File: config.mk
export PLATFORM = sky130hd
export DESIGN_NAME = alu8_status_unit
export DESIGN_NICKNAME = d
export VERILOG_FILES = /design/src/rtl/alu8_pkg.sv /design/src/rtl/alu8_arith.sv /design/src/rtl/alu8_shift_logic.sv /design/src/rtl/alu8_flag_merge.sv /design/src/rtl/alu8_status_unit.sv
export SDC_FILE = /design/constraint.sdc
export NUM_CORES = 1
export LEC_CHECK = 0
export BUFFER_PORTS_ARGS = -buffer_cell sky130_fd_sc_hd__buf_2
export CORE_AREA = 2 2 67 69
export DETAILED_ROUTE_END_ITERATION = 10
export DIE_AREA = 0 0 69 71
export HOLD_SLACK_MARGIN = 0.06
export PLACE_DENSITY_LB_ADDON = 0.25
export SLEW_MARGIN = 20
export SYNTH_ARGS = -nofsm -noshare
export SYNTH_HDL_FRONTEND = slang
export SYNTH_SLANG_ARGS = --single-unit
File: constraint.sdc
create_clock -name clk -period 5.9 [get_ports clk]
set_input_delay 0.295 -clock clk [delete_from_list [all_inputs] [get_ports clk]]
set_output_delay 0.295 -clock clk [all_outputs]
set_load 0.05 [all_outputs]
File: src/rtl/alu8_pkg.sv
package alu8_pkg;

  typedef enum logic [3:0] {
    OP_ADD  = 4'd0,  OP_SUB  = 4'd1,  OP_CMP  = 4'd2,  OP_ASL  = 4'd3,
    OP_LSR  = 4'd4,  OP_ROL  = 4'd5,  OP_ROR  = 4'd6,  OP_BIT  = 4'd7,
    OP_INC  = 4'd8,  OP_DEC  = 4'd9,  OP_AND  = 4'd10, OP_OR   = 4'd11,
    OP_XOR  = 4'd12, OP_LOAD = 4'd13, OP_PSET = 4'd14, OP_IDLE = 4'd15
  } alu_op_e;

  localparam int FLAG_C = 0;
  localparam int FLAG_Z = 1;
  localparam int FLAG_D = 3;
  localparam int FLAG_V = 6;
  localparam int FLAG_N = 7;
  localparam int STATUS_W = 8;
  localparam logic [STATUS_W-1:0] STATUS_RESET = 8'h24;

  // Flags an operation owns; decimal mode freezes add and subtract.
  function automatic logic [STATUS_W-1:0] owned_flags(alu_op_e op, logic dec);
    logic [STATUS_W-1:0] nz, m;
    nz = '0;
    nz[FLAG_N] = 1'b1;
    nz[FLAG_Z] = 1'b1;
    m  = '0;
    unique case (op)
      OP_ADD, OP_SUB: if (!dec) begin
        m = nz;
        m[FLAG_V] = 1'b1;
        m[FLAG_C] = 1'b1;
      end
      OP_CMP, OP_ASL, OP_LSR, OP_ROL, OP_ROR: begin
        m = nz;
        m[FLAG_C] = 1'b1;
      end
      OP_BIT: begin
        m = nz;
        m[FLAG_V] = 1'b1;
      end
      OP_INC, OP_DEC, OP_AND, OP_OR, OP_XOR, OP_LOAD: m = nz;
      OP_PSET: m = '1;
      default: m = '0;
    endcase
    return m;
  endfunction

  function automatic logic writes_result(alu_op_e op, logic dec);
    unique case (op)
      OP_ADD, OP_SUB: return !dec;
      OP_CMP, OP_BIT, OP_PSET, OP_IDLE: return 1'b0;
      default: return 1'b1;
    endcase
  endfunction

endpackage

File: src/rtl/alu8_arith.sv
module alu8_arith
  import alu8_pkg::*;
#(
  parameter int W = 8
) (
  input  alu_op_e        op,
  input  logic [W-1:0]   a,
  input  logic [W-1:0]   m,
  input  logic           cin,
  output logic [W-1:0]   res,
  output logic           cout,
  output logic           ovf
);
  localparam int MSB = W - 1;

  logic [W-1:0] b;
  logic         c_eff;
  logic [W:0]   sum;

  // Subtract and compare add the inverted operand; compare forces no borrow-in.
  assign b     = (op == OP_ADD) ? m : ~m;
  assign c_eff = (op == OP_CMP) ? 1'b1 : cin;
  assign sum   = {1'b0, a} + {1'b0, b} + {{W{1'b0}}, c_eff};
  assign res   = sum[W-1:0];
  assign cout  = sum[W];
  assign ovf   = (a[MSB] == b[MSB]) && (res[MSB] != a[MSB]);
endmodule

File: src/rtl/alu8_shift_logic.sv
module alu8_shift_logic
  import alu8_pkg::*;
#(
  parameter int W = 8
) (
  input  alu_op_e        op,
  input  logic [W-1:0]   a,
  input  logic [W-1:0]   m,
  input  logic           cin,
  output logic [W-1:0]   res,
  output logic           cout
);
  localparam int MSB = W - 1;

  always_comb begin
    res  = '0;
    cout = cin;
    unique case (op)
      OP_ASL:  begin res = {a[MSB-1:0], 1'b0}; cout = a[MSB]; end
      OP_LSR:  begin res = {1'b0, a[MSB:1]};   cout = a[0];   end
      OP_ROL:  begin res = {a[MSB-1:0], cin};  cout = a[MSB]; end
      OP_ROR:  begin res = {cin, a[MSB:1]};    cout = a[0];   end
      OP_INC:  res = a + {{(W-1){1'b0}}, 1'b1};
      OP_DEC:  res = a - {{(W-1){1'b0}}, 1'b1};
      OP_AND, OP_BIT: res = a & m;
      OP_OR:   res = a | m;
      OP_XOR:  res = a ^ m;
      OP_LOAD: res = m;
      default: res = '0;
    endcase
  end
endmodule

File: src/rtl/alu8_flag_merge.sv
module alu8_flag_merge
  import alu8_pkg::*;
#(
  parameter int W = 8
) (
  input  alu_op_e               op,
  input  logic [W-1:0]          res,
  input  logic                  cout,
  input  logic                  ovf,
  input  logic [W-1:0]          m,
  input  logic [STATUS_W-1:0]   status_q,
  output logic [STATUS_W-1:0]   flag_mask,
  output logic [STATUS_W-1:0]   status_next
);
  localparam int MSB = W - 1;

  logic [STATUS_W-1:0] flag_val;

  always_comb begin
    flag_val         = status_q;
    flag_val[FLAG_N] = res[MSB];
    flag_val[FLAG_Z] = (res == '0);
    flag_val[FLAG_C] = cout;
    flag_val[FLAG_V] = ovf;
    if (op == OP_BIT) begin
      flag_val[FLAG_N] = m[MSB];
      flag_val[FLAG_V] = m[MSB-1];
    end
    if (op == OP_PSET) flag_val = m[STATUS_W-1:0];
  end

  assign flag_mask = owned_flags(op, status_q[FLAG_D]);

  for (genvar i = 0; i < STATUS_W; i++) begin : g_bit
    assign status_next[i] = flag_mask[i] ? flag_val[i] : status_q[i];
  end
endmodule

File: src/rtl/alu8_status_unit.sv
module alu8_status_unit
  import alu8_pkg::*;
#(
  parameter int DATA_W = 8
) (
  input  logic                 clk,
  input  logic                 rst,
  input  logic                 op_valid,
  input  logic [3:0]           op_code,
  input  logic [DATA_W-1:0]    reg_val,
  input  logic [DATA_W-1:0]    mem_val,
  output logic [DATA_W-1:0]    result,
  output logic                 result_we,
  output logic [7:0]           status_next,
  output logic [7:0]           status_q
);
  alu_op_e             op;
  logic [DATA_W-1:0]   arith_res, sl_res, sel_res;
  logic                arith_c, arith_v, sl_c, sel_c, is_arith;
  logic [STATUS_W-1:0] flag_mask;

  assign op       = alu_op_e'(op_code);
  assign is_arith = (op == OP_ADD) || (op == OP_SUB) || (op == OP_CMP);

  alu8_arith #(.W(DATA_W)) u_arith (
    .op(op), .a(reg_val), .m(mem_val), .cin(status_q[FLAG_C]),
    .res(arith_res), .cout(arith_c), .ovf(arith_v)
  );

  alu8_shift_logic #(.W(DATA_W)) u_shl (
    .op(op), .a(reg_val), .m(mem_val), .cin(status_q[FLAG_C]),
    .res(sl_res), .cout(sl_c)
  );

  assign sel_res = is_arith ? arith_res : sl_res;
  assign sel_c   = is_arith ? arith_c : sl_c;

  alu8_flag_merge #(.W(DATA_W)) u_merge (
    .op(op), .res(sel_res), .cout(sel_c), .ovf(arith_v), .m(mem_val),
    .status_q(status_q), .flag_mask(flag_mask), .status_next(status_next)
  );

  assign result    = sel_res;
  assign result_we = op_valid && writes_result(op, status_q[FLAG_D]);

  always_ff @(posedge clk) begin
    if (rst)           status_q <= STATUS_RESET;
    else if (op_valid) status_q <= status_next;
  end
endmodule

==> results by group, run 1 <==
Routing
  • Vias: 2594
  • DR WL/cell: approximately 18 µm
  • Drt first pass iters: 5
  • Drt via density: between 6 and 7
  • Total Wirelength: 7.43 mm
  • DRC viols: 0
  • Detail Route Antenna Nets: 0
  • DR iter-0 viols: roughly 340

Yosys
  • Unique masters post-synth: 61
  • Synth area leaders: ha_1, dfxtp_1, xnor2_1, o21ai_0, nand2_1
  • Seq/Total Area, Yosys: between 7 and 8%
  • Most frequent cell after synthesis: nand2_1
  • Yosys warnings: 0
  • Gate Count Post-Synth: between 300 and 400
  • Syn Area/Cell: about 6.9 µm²
  • Dominant synthesized flop cell: dfxtp_1
  • Share of the synthesized area in the top cell type: 13.5%
  • EDFF count, synth: 0
  • Yosys top cell by area: ha_1
  • Post-synth ARST share: 0%
  • Register bit total from synthesis: 8
  • Net Count, Synth: ~370
  • Post-synth top cells: nand2_1, inv_1, ha_1
  • Cell Area, Synth: 0.00222 mm²

Layout
  • Area of the multi-input gates: approximately 0.0019 mm²
  • Layout area overhead: 11.2%
  • Max FFs per register: 8
  • Largest Register: status_q
  • Storage cell area: between 150 and 200 µm²
  • Share of layout cells above drive strength 1: 17.0%
  • Filler Cell Count: between 400 and 500
  • Biggest regs: status_q (8)
  • Nets@finish: slightly above 400
  • # diodes: 0

CTS
  • Clock Sinks: 8
  • H-tree depth: 1
  • CTS buffer count: 3
  • Resized Gates After CTS: 0
  • Hold_buf cts: 0
  • Skew-Pair Late Insertion Delay: between 0.2 and 0.25 ns
  • Clock Pin Slew Worst Setup and Hold Paths: about 0.040 ns
  • CTS max path bufs: 2
  • Post CTS Setup Buffer Count: 0
  • CTS tree: built
  • Clk root buf: clkbuf_8

STA
  • Max Fclk: 0.213 GHz
  • Post-layout min period: roughly 4.7 ns
  • Relative slew slack: a little over two fifths
  • Slew Viols, Final: 0
  • Unrepaired setup endpoints after global routing: no
  • Clock Skew: 0.00519 ns
  • Setup violations, final: 0
  • Crit share post-route: 79.6%
  • TNS Setup: 0 ns
  • Worst Max-Slew Pin Slew: roughly 0.86 ns
  • Final Hold Viols: 0

Global routing
  • Initial antenna violation count: 0
  • Maximum number of pins on one net before global-route repair: 37
  • Vias in the first global route: about 2500
  • GRT Util Overall: 31.4%
  • First-pass GRT wire length: between 10 and 15 mm
  • Grt total ovfl: 0

Floorplanning
  • Die height: between 70 and 80 µm
  • DIE WIDTH: 69 µm
  • Top-Level Pins: between 40 and 50
  • Row count: 24
  • DIE AREA: 0.00490 mm²
  • Effective utilization at floorplan: approximately 53%
  • Core area: roughly 0.0042 mm²

Setup path
  • Crit path launch: op_code[2]
  • CP required: 5.61 ns
  • Kind of critical path: in2out
  • Path depth of the worst reg2reg path: 11
  • Flop2flop setup slack: ~2.3 ns
  • Worst path arrival time: roughly 4.4 ns
  • Slowest-stage cell, CP: or4_1
  • CP cell instances: buf_2 -> inv_1 -> a31oi_1 -> fa_1 -> inv_1 -> fa_1 -> xor2_1 -> nand3_1 -> a31oi_1 -> a2111o_1 -> or4_1 -> or4_4 -> a31oi_1 -> buf_2
  • Critical path capture point type: output pin
  • CP Max Fanout: 36
  • RR Endpoint: status_q[1]
  • Most Frequent Cell on Critical Path: a31oi_1
  • Startpoint Class: primary input
  • Worst reg2reg path startpoint: status_q[0]
  • Critical Path Sink: status_next[1]
  • Crit-path max cell delay: 0.56 ns

Placement
  • Hpwl dp: 5.74 mm
  • Port Buffer Count: between 40 and 50
  • Placer Congestion: 0.973

Status
  • Status: finished clean

Pwr
  • Worst vdd rail ir drop: 0.0627 mV
  • Pwr Total: slightly below 0.4 mW
  • Leak pwr: approximately 1.1 nW
  • Power per cell area: 156 mW/mm²

Hold path
  • Worst Hold Depth: 2
  • Worst min path class: in2reg

Job
  • Max-Cap Viols: 0
[metal layers]
metal,routed length [µm],vias to the layer above,global-route usage [%]
li1,-,1250,-
met1,3260,1191,42.8
met2,3380,126,51.6
met3,534,27,2.28
met4,251,0,12.9
met5,0,-,0
[cells in the final DEF (no fill, tap or decap), types with 3 or more instances in the layout]
cell type,count
nor3_1,12
clkbuf_8,3
buf_2,47
ha_1,24
nand3_1,11
nand2b_1,4
nand2_1,27
a22oi_1,3
nand4_1,5
nor2b_1,8
a211o_1,6
a211oi_1,6
a21oi_1,20
nor4_1,5
inv_1,25
and3_1,4
a31oi_1,13
and2_1,4
o21ai_0,22
dfxtp_1,8
xnor2_1,16
mux2i_1,5
nor2_1,23
[through the flow]
step | area [µm²] | cells | util (%) | worst slack [ns] | hold slack [ns]
after floorplan | 2220 | 320 | - | 0.131 | 0.504
after global placement | 2430 | 402 | 57.8 | 1.33 | 0.464
after detailed placement | 2430 | 402 | 57.8 | 1.29 | 0.473
after CTS | 2470 | 405 | 58.8 | 1.28 | 0.353
after global routing | 2470 | 405 | 58.8 | 0.936 | 0.359
final | 2470 | 405 | 58.8 | 1.20 | 0.354
[cell families (layout without fill, tap and decap cells)]
family | Yosys count | after routing | synth area share [%]
xor+xnor | 19 | 19 | 7.83
compound gates | 99 | 99 | 30.0
simple gates | 119 | 119 | 28.5
flops | 8 | 8 | 7.21
buf+inv | 44 | 77 | 8.90
mux | 5 | 5 | 2.25
fa+ha+maj | 26 | 26 | 15.3
[worst max-delay path, delay by kind of cell]
kind	cells	cell delay [ns]
fa+ha+maj	2	0.66
buf+inv	4	1.11
simple gates	3	1.19
compound gates	4	0.95
xor+xnor	1	0.18
[report_power, final]
group | leakage [nW] | internal, mW | switching [mW]
combinational | 1.03 | 0.0795 | 0.178
sequential | 0.0656 | 0.0574 | 0.00323
clock | 0.0216 | 0.0443 | 0.0229
[layout make-up]
class / instances / area share [%]
clock buffer: 3 / 1.67
timing repair buffer: 48 / 9.83
multi-input combinational: 268 / 75.4
inverter: 26 / 3.95
sequential: 8 / 6.48
tap: 52 / 2.63
[worst min path at each step]
stage | start | end | slack [ns]
CTS | rst | status_q[1] | 0.35
floorplan | op_valid | status_q[2] | 0.50
detailed placement | status_q[7] | status_q[7] | 0.47
global route | rst | status_q[7] | 0.36
finish | rst | status_q[1] | 0.35
global placement | status_q[7] | status_q[7] | 0.46
Power figures use the tool's default switching activity.
==> run 2: changes to the inputs <==
--- a/config.mk
+++ b/config.mk
@@ -6,9 +6,9 @@
 export NUM_CORES = 1
 export LEC_CHECK = 0
 export BUFFER_PORTS_ARGS = -buffer_cell sky130_fd_sc_hd__buf_2
-export CORE_AREA = 2 2 67 69
+export CORE_AREA = 2 2 69 71
 export DETAILED_ROUTE_END_ITERATION = 10
-export DIE_AREA = 0 0 69 71
+export DIE_AREA = 0 0 71 73
 export HOLD_SLACK_MARGIN = 0.06
 export PLACE_DENSITY_LB_ADDON = 0.25
 export SLEW_MARGIN = 20
==> constraint.sdc (replaced) <==
create_clock -name clk -period 4.3 [get_ports clk]
set_input_delay 0.215 -clock clk [delete_from_list [all_inputs] [get_ports clk]]
set_output_delay 0.215 -clock clk [all_outputs]
set_load 0.05 [all_outputs]
==> run 2 against run 1 <==
- clock skew decreased by 0.0039 ns
- largest power group unchanged
- combinational power up 44%
- sequential power is 35% higher
- first-iteration DRC count down 1.5%
- critical path depth is 1 lower
- non-clock buffer count is 10 higher
==> results by group, run 2 (synthesis results as in run 1) <==
CTS
  • CTS buffer count: 3 (unchanged)
  • Clk root buf: clkbuf_8
  • Clock Pin Slew Worst Setup and Hold Paths: 0.04 ns (about the same)
  • Hold_buf cts: 0 (unchanged)
  • CTS max path bufs: 2 (unchanged)
  • Resized Gates After CTS: 0 (unchanged)
  • CTS tree: built
  • Clock Sinks: 8 (unchanged)
  • Skew-Pair Late Insertion Delay: 0.24 ns (about the same)
  • Post CTS Setup Buffer Count: 0 (unchanged)
  • H-tree depth: 1 (unchanged)

Routing
  • Total Wirelength: 7.35 mm (-1.2%)
  • Drt first pass iters: 5 (unchanged)
  • Drt via density: 6.30 (-1.6%)
  • DR iter-0 viols: 334 (-1.5%)
  • Vias: 2629 (+1.3%)
  • DRC viols: 0 (unchanged)
  • Detail Route Antenna Nets: 0 (unchanged)
  • DR WL/cell: 17.6 µm (-4.0%)

Placement
  • Hpwl dp: 5.78 mm (+0.78%)
  • Placer Congestion: 1.01 (+3.3%)
  • Area after DPL: 0.00256 mm² (+5.5%)
  • Port Buffer Count: 47 (unchanged)

STA
  • TNS Setup: 0 ns (unchanged)
  • Final Hold Viols: 0 (unchanged)
  • Hold slack final: 0.265 ns (-0.0895 ns)
  • Slew Viols, Final: 0 (unchanged)
  • Worst Max-Slew Pin Slew: 0.921 ns (+0.0614 ns)
  • Clock Skew: 0.00131 ns (-0.00388 ns)
  • Relative slew slack: 38.1% (-4.1 points)
  • Post-layout min period: 4.11 ns
  • Unrepaired setup endpoints after global routing: no
  • Setup violations, final: 0 (unchanged)
  • Crit share post-route: between 90 and 100%
  • Max Fclk: between 0.2 and 0.25 GHz

Setup path
  • Worst path arrival time: 3.89 ns (-0.51 ns)
  • CP required: 4.09 ns (-1.52 ns)
  • CP Max Fanout: 5 (-86%)
  • Critical path capture point type: output pin
  • Startpoint Class: primary input
  • Crit-path max cell delay: 0.58 ns (+0.02 ns)
  • Slowest-stage cell, CP: or4_1
  • CP cell instances: buf_2 -> nor2_1 -> a31oi_1 -> fa_2 -> inv_1 -> fa_2 -> a32o_1 -> a221oi_2 -> nand4_1 -> or4_1 -> or4_4 -> a31oi_4 -> buf_2
  • Kind of critical path: in2out

Global routing
  • Maximum number of pins on one net before global-route repair: 26 (-30%)
  • Vias in the first global route: 2378 (-4.8%)
  • Grt total ovfl: 0 (unchanged)
  • GRT Util Overall: 28.7% (-2.7 points)
  • First-pass GRT wire length: 11.8 mm (-5.4%)
  • Initial antenna violation count: 0 (unchanged)

Layout
  • Most frequent cells in the layout: buf_2, nand2_1, inv_1
  • Biggest regs: status_q (8)
  • Most common cell after layout, fill and taps aside: buf_2
  • # diodes: 0 (unchanged)
  • Design Area, Final: 0.00260 mm² (+5.4%)
  • Layout area overhead: 17.2%
  • Max FFs per register: 8 (unchanged)
  • Nets@finish: 414 (+2.5%)
  • Share of layout cells above drive strength 1: 21.8% (+4.8 points)
  • Largest Register: status_q

Floorplanning
  • Die height: 73 µm (+2.8%)
  • Row count: 25 (+4.2%)
  • Effective utilization at floorplan: 49.0% (-3.9 points)
  • DIE AREA: 0.00518 mm² (+5.8%)
  • Core area: 0.00454 mm² (+7.9%)
  • Top-Level Pins: 48 (unchanged)
  • DIE WIDTH: 71 µm (+2.9%)

Pwr
  • Worst vdd rail ir drop: 0.109 mV (+73%)
  • Leak pwr: 1.18 nW (+5.0%)
  • Pwr Total: 0.549 mW (+42%)
  • Power per cell area: 211 mW/mm² (+35%)

Job
  • Max-Cap Viols: 0 (unchanged)

Hold path
  • Worst min path class: in2reg

Status
  • Status: finished clean
## run 2: cell count changes in the layout (fill, tap and decap cells not counted), sizes merged
cell	before	now
buf	48	58
## run 2: metrics by stage
stage | setup WS [ns] | utilization (%) | std cells
floorplan | -0.228 | - | 320
global placement | 0.292 | 56.5 | 414
detailed placement | 0.222 | 56.5 | 414
CTS | 0.214 | 57.4 | 417
global route | 0.00841 | 57.4 | 417
finish | 0.191 | 57.4 | 417
## run 2: cell type report
class,count,area [µm²]
Multi-Input combinational cell,268,1920
Timing Repair Buffer,58,318
Inverter,26,97.6
Clock buffer,3,41.3
Fill cell,440,1930
Tap cell,54,67.6
Sequential cell,8,160
## run 2: worst paths after layout
check / to / depth (start not counted) / start / slack [ns]
max: status_next[1] / 13 / op_code[0] / 0.19
min: status_q[1] / 2 / rst / 0.26
max reg2reg: status_q[1] / 10 / status_q[0] / 0.92
min reg2reg: status_q[7] / 2 / status_q[7] / 0.47
## run 2: power by group
group	total (mW)	switching, mW	leakage [nW]	internal, mW
logic	0.372	0.251	1.09	0.121
registers	0.0819	0.00316	0.0656	0.0787
clock network	0.0944	0.0335	0.0216	0.0610
total	0.549	0.288	1.18	0.261
## run 2: worst max-delay path, delay by kind of cell
kind / cells / cell delay, ns
buffers and inverters: 3 / 0.49
AND/OR/NAND/NOR: 4 / 1.55
AO/OA/AOI/OAI: 4 / 0.82
adder cells (fa/ha/maj): 2 / 0.83
## run 2: routing by layer
layer / global-route usage [%] / part of all wire [%] / vias to the layer above
li1: - / - / 1275
met1: 36.9 / 42 / 1191
met2: 47.6 / 46 / 144
met3: 5.25 / 8.9 / 19
met4: 11.7 / 3.1 / 0
met5: 0 / 0 / -
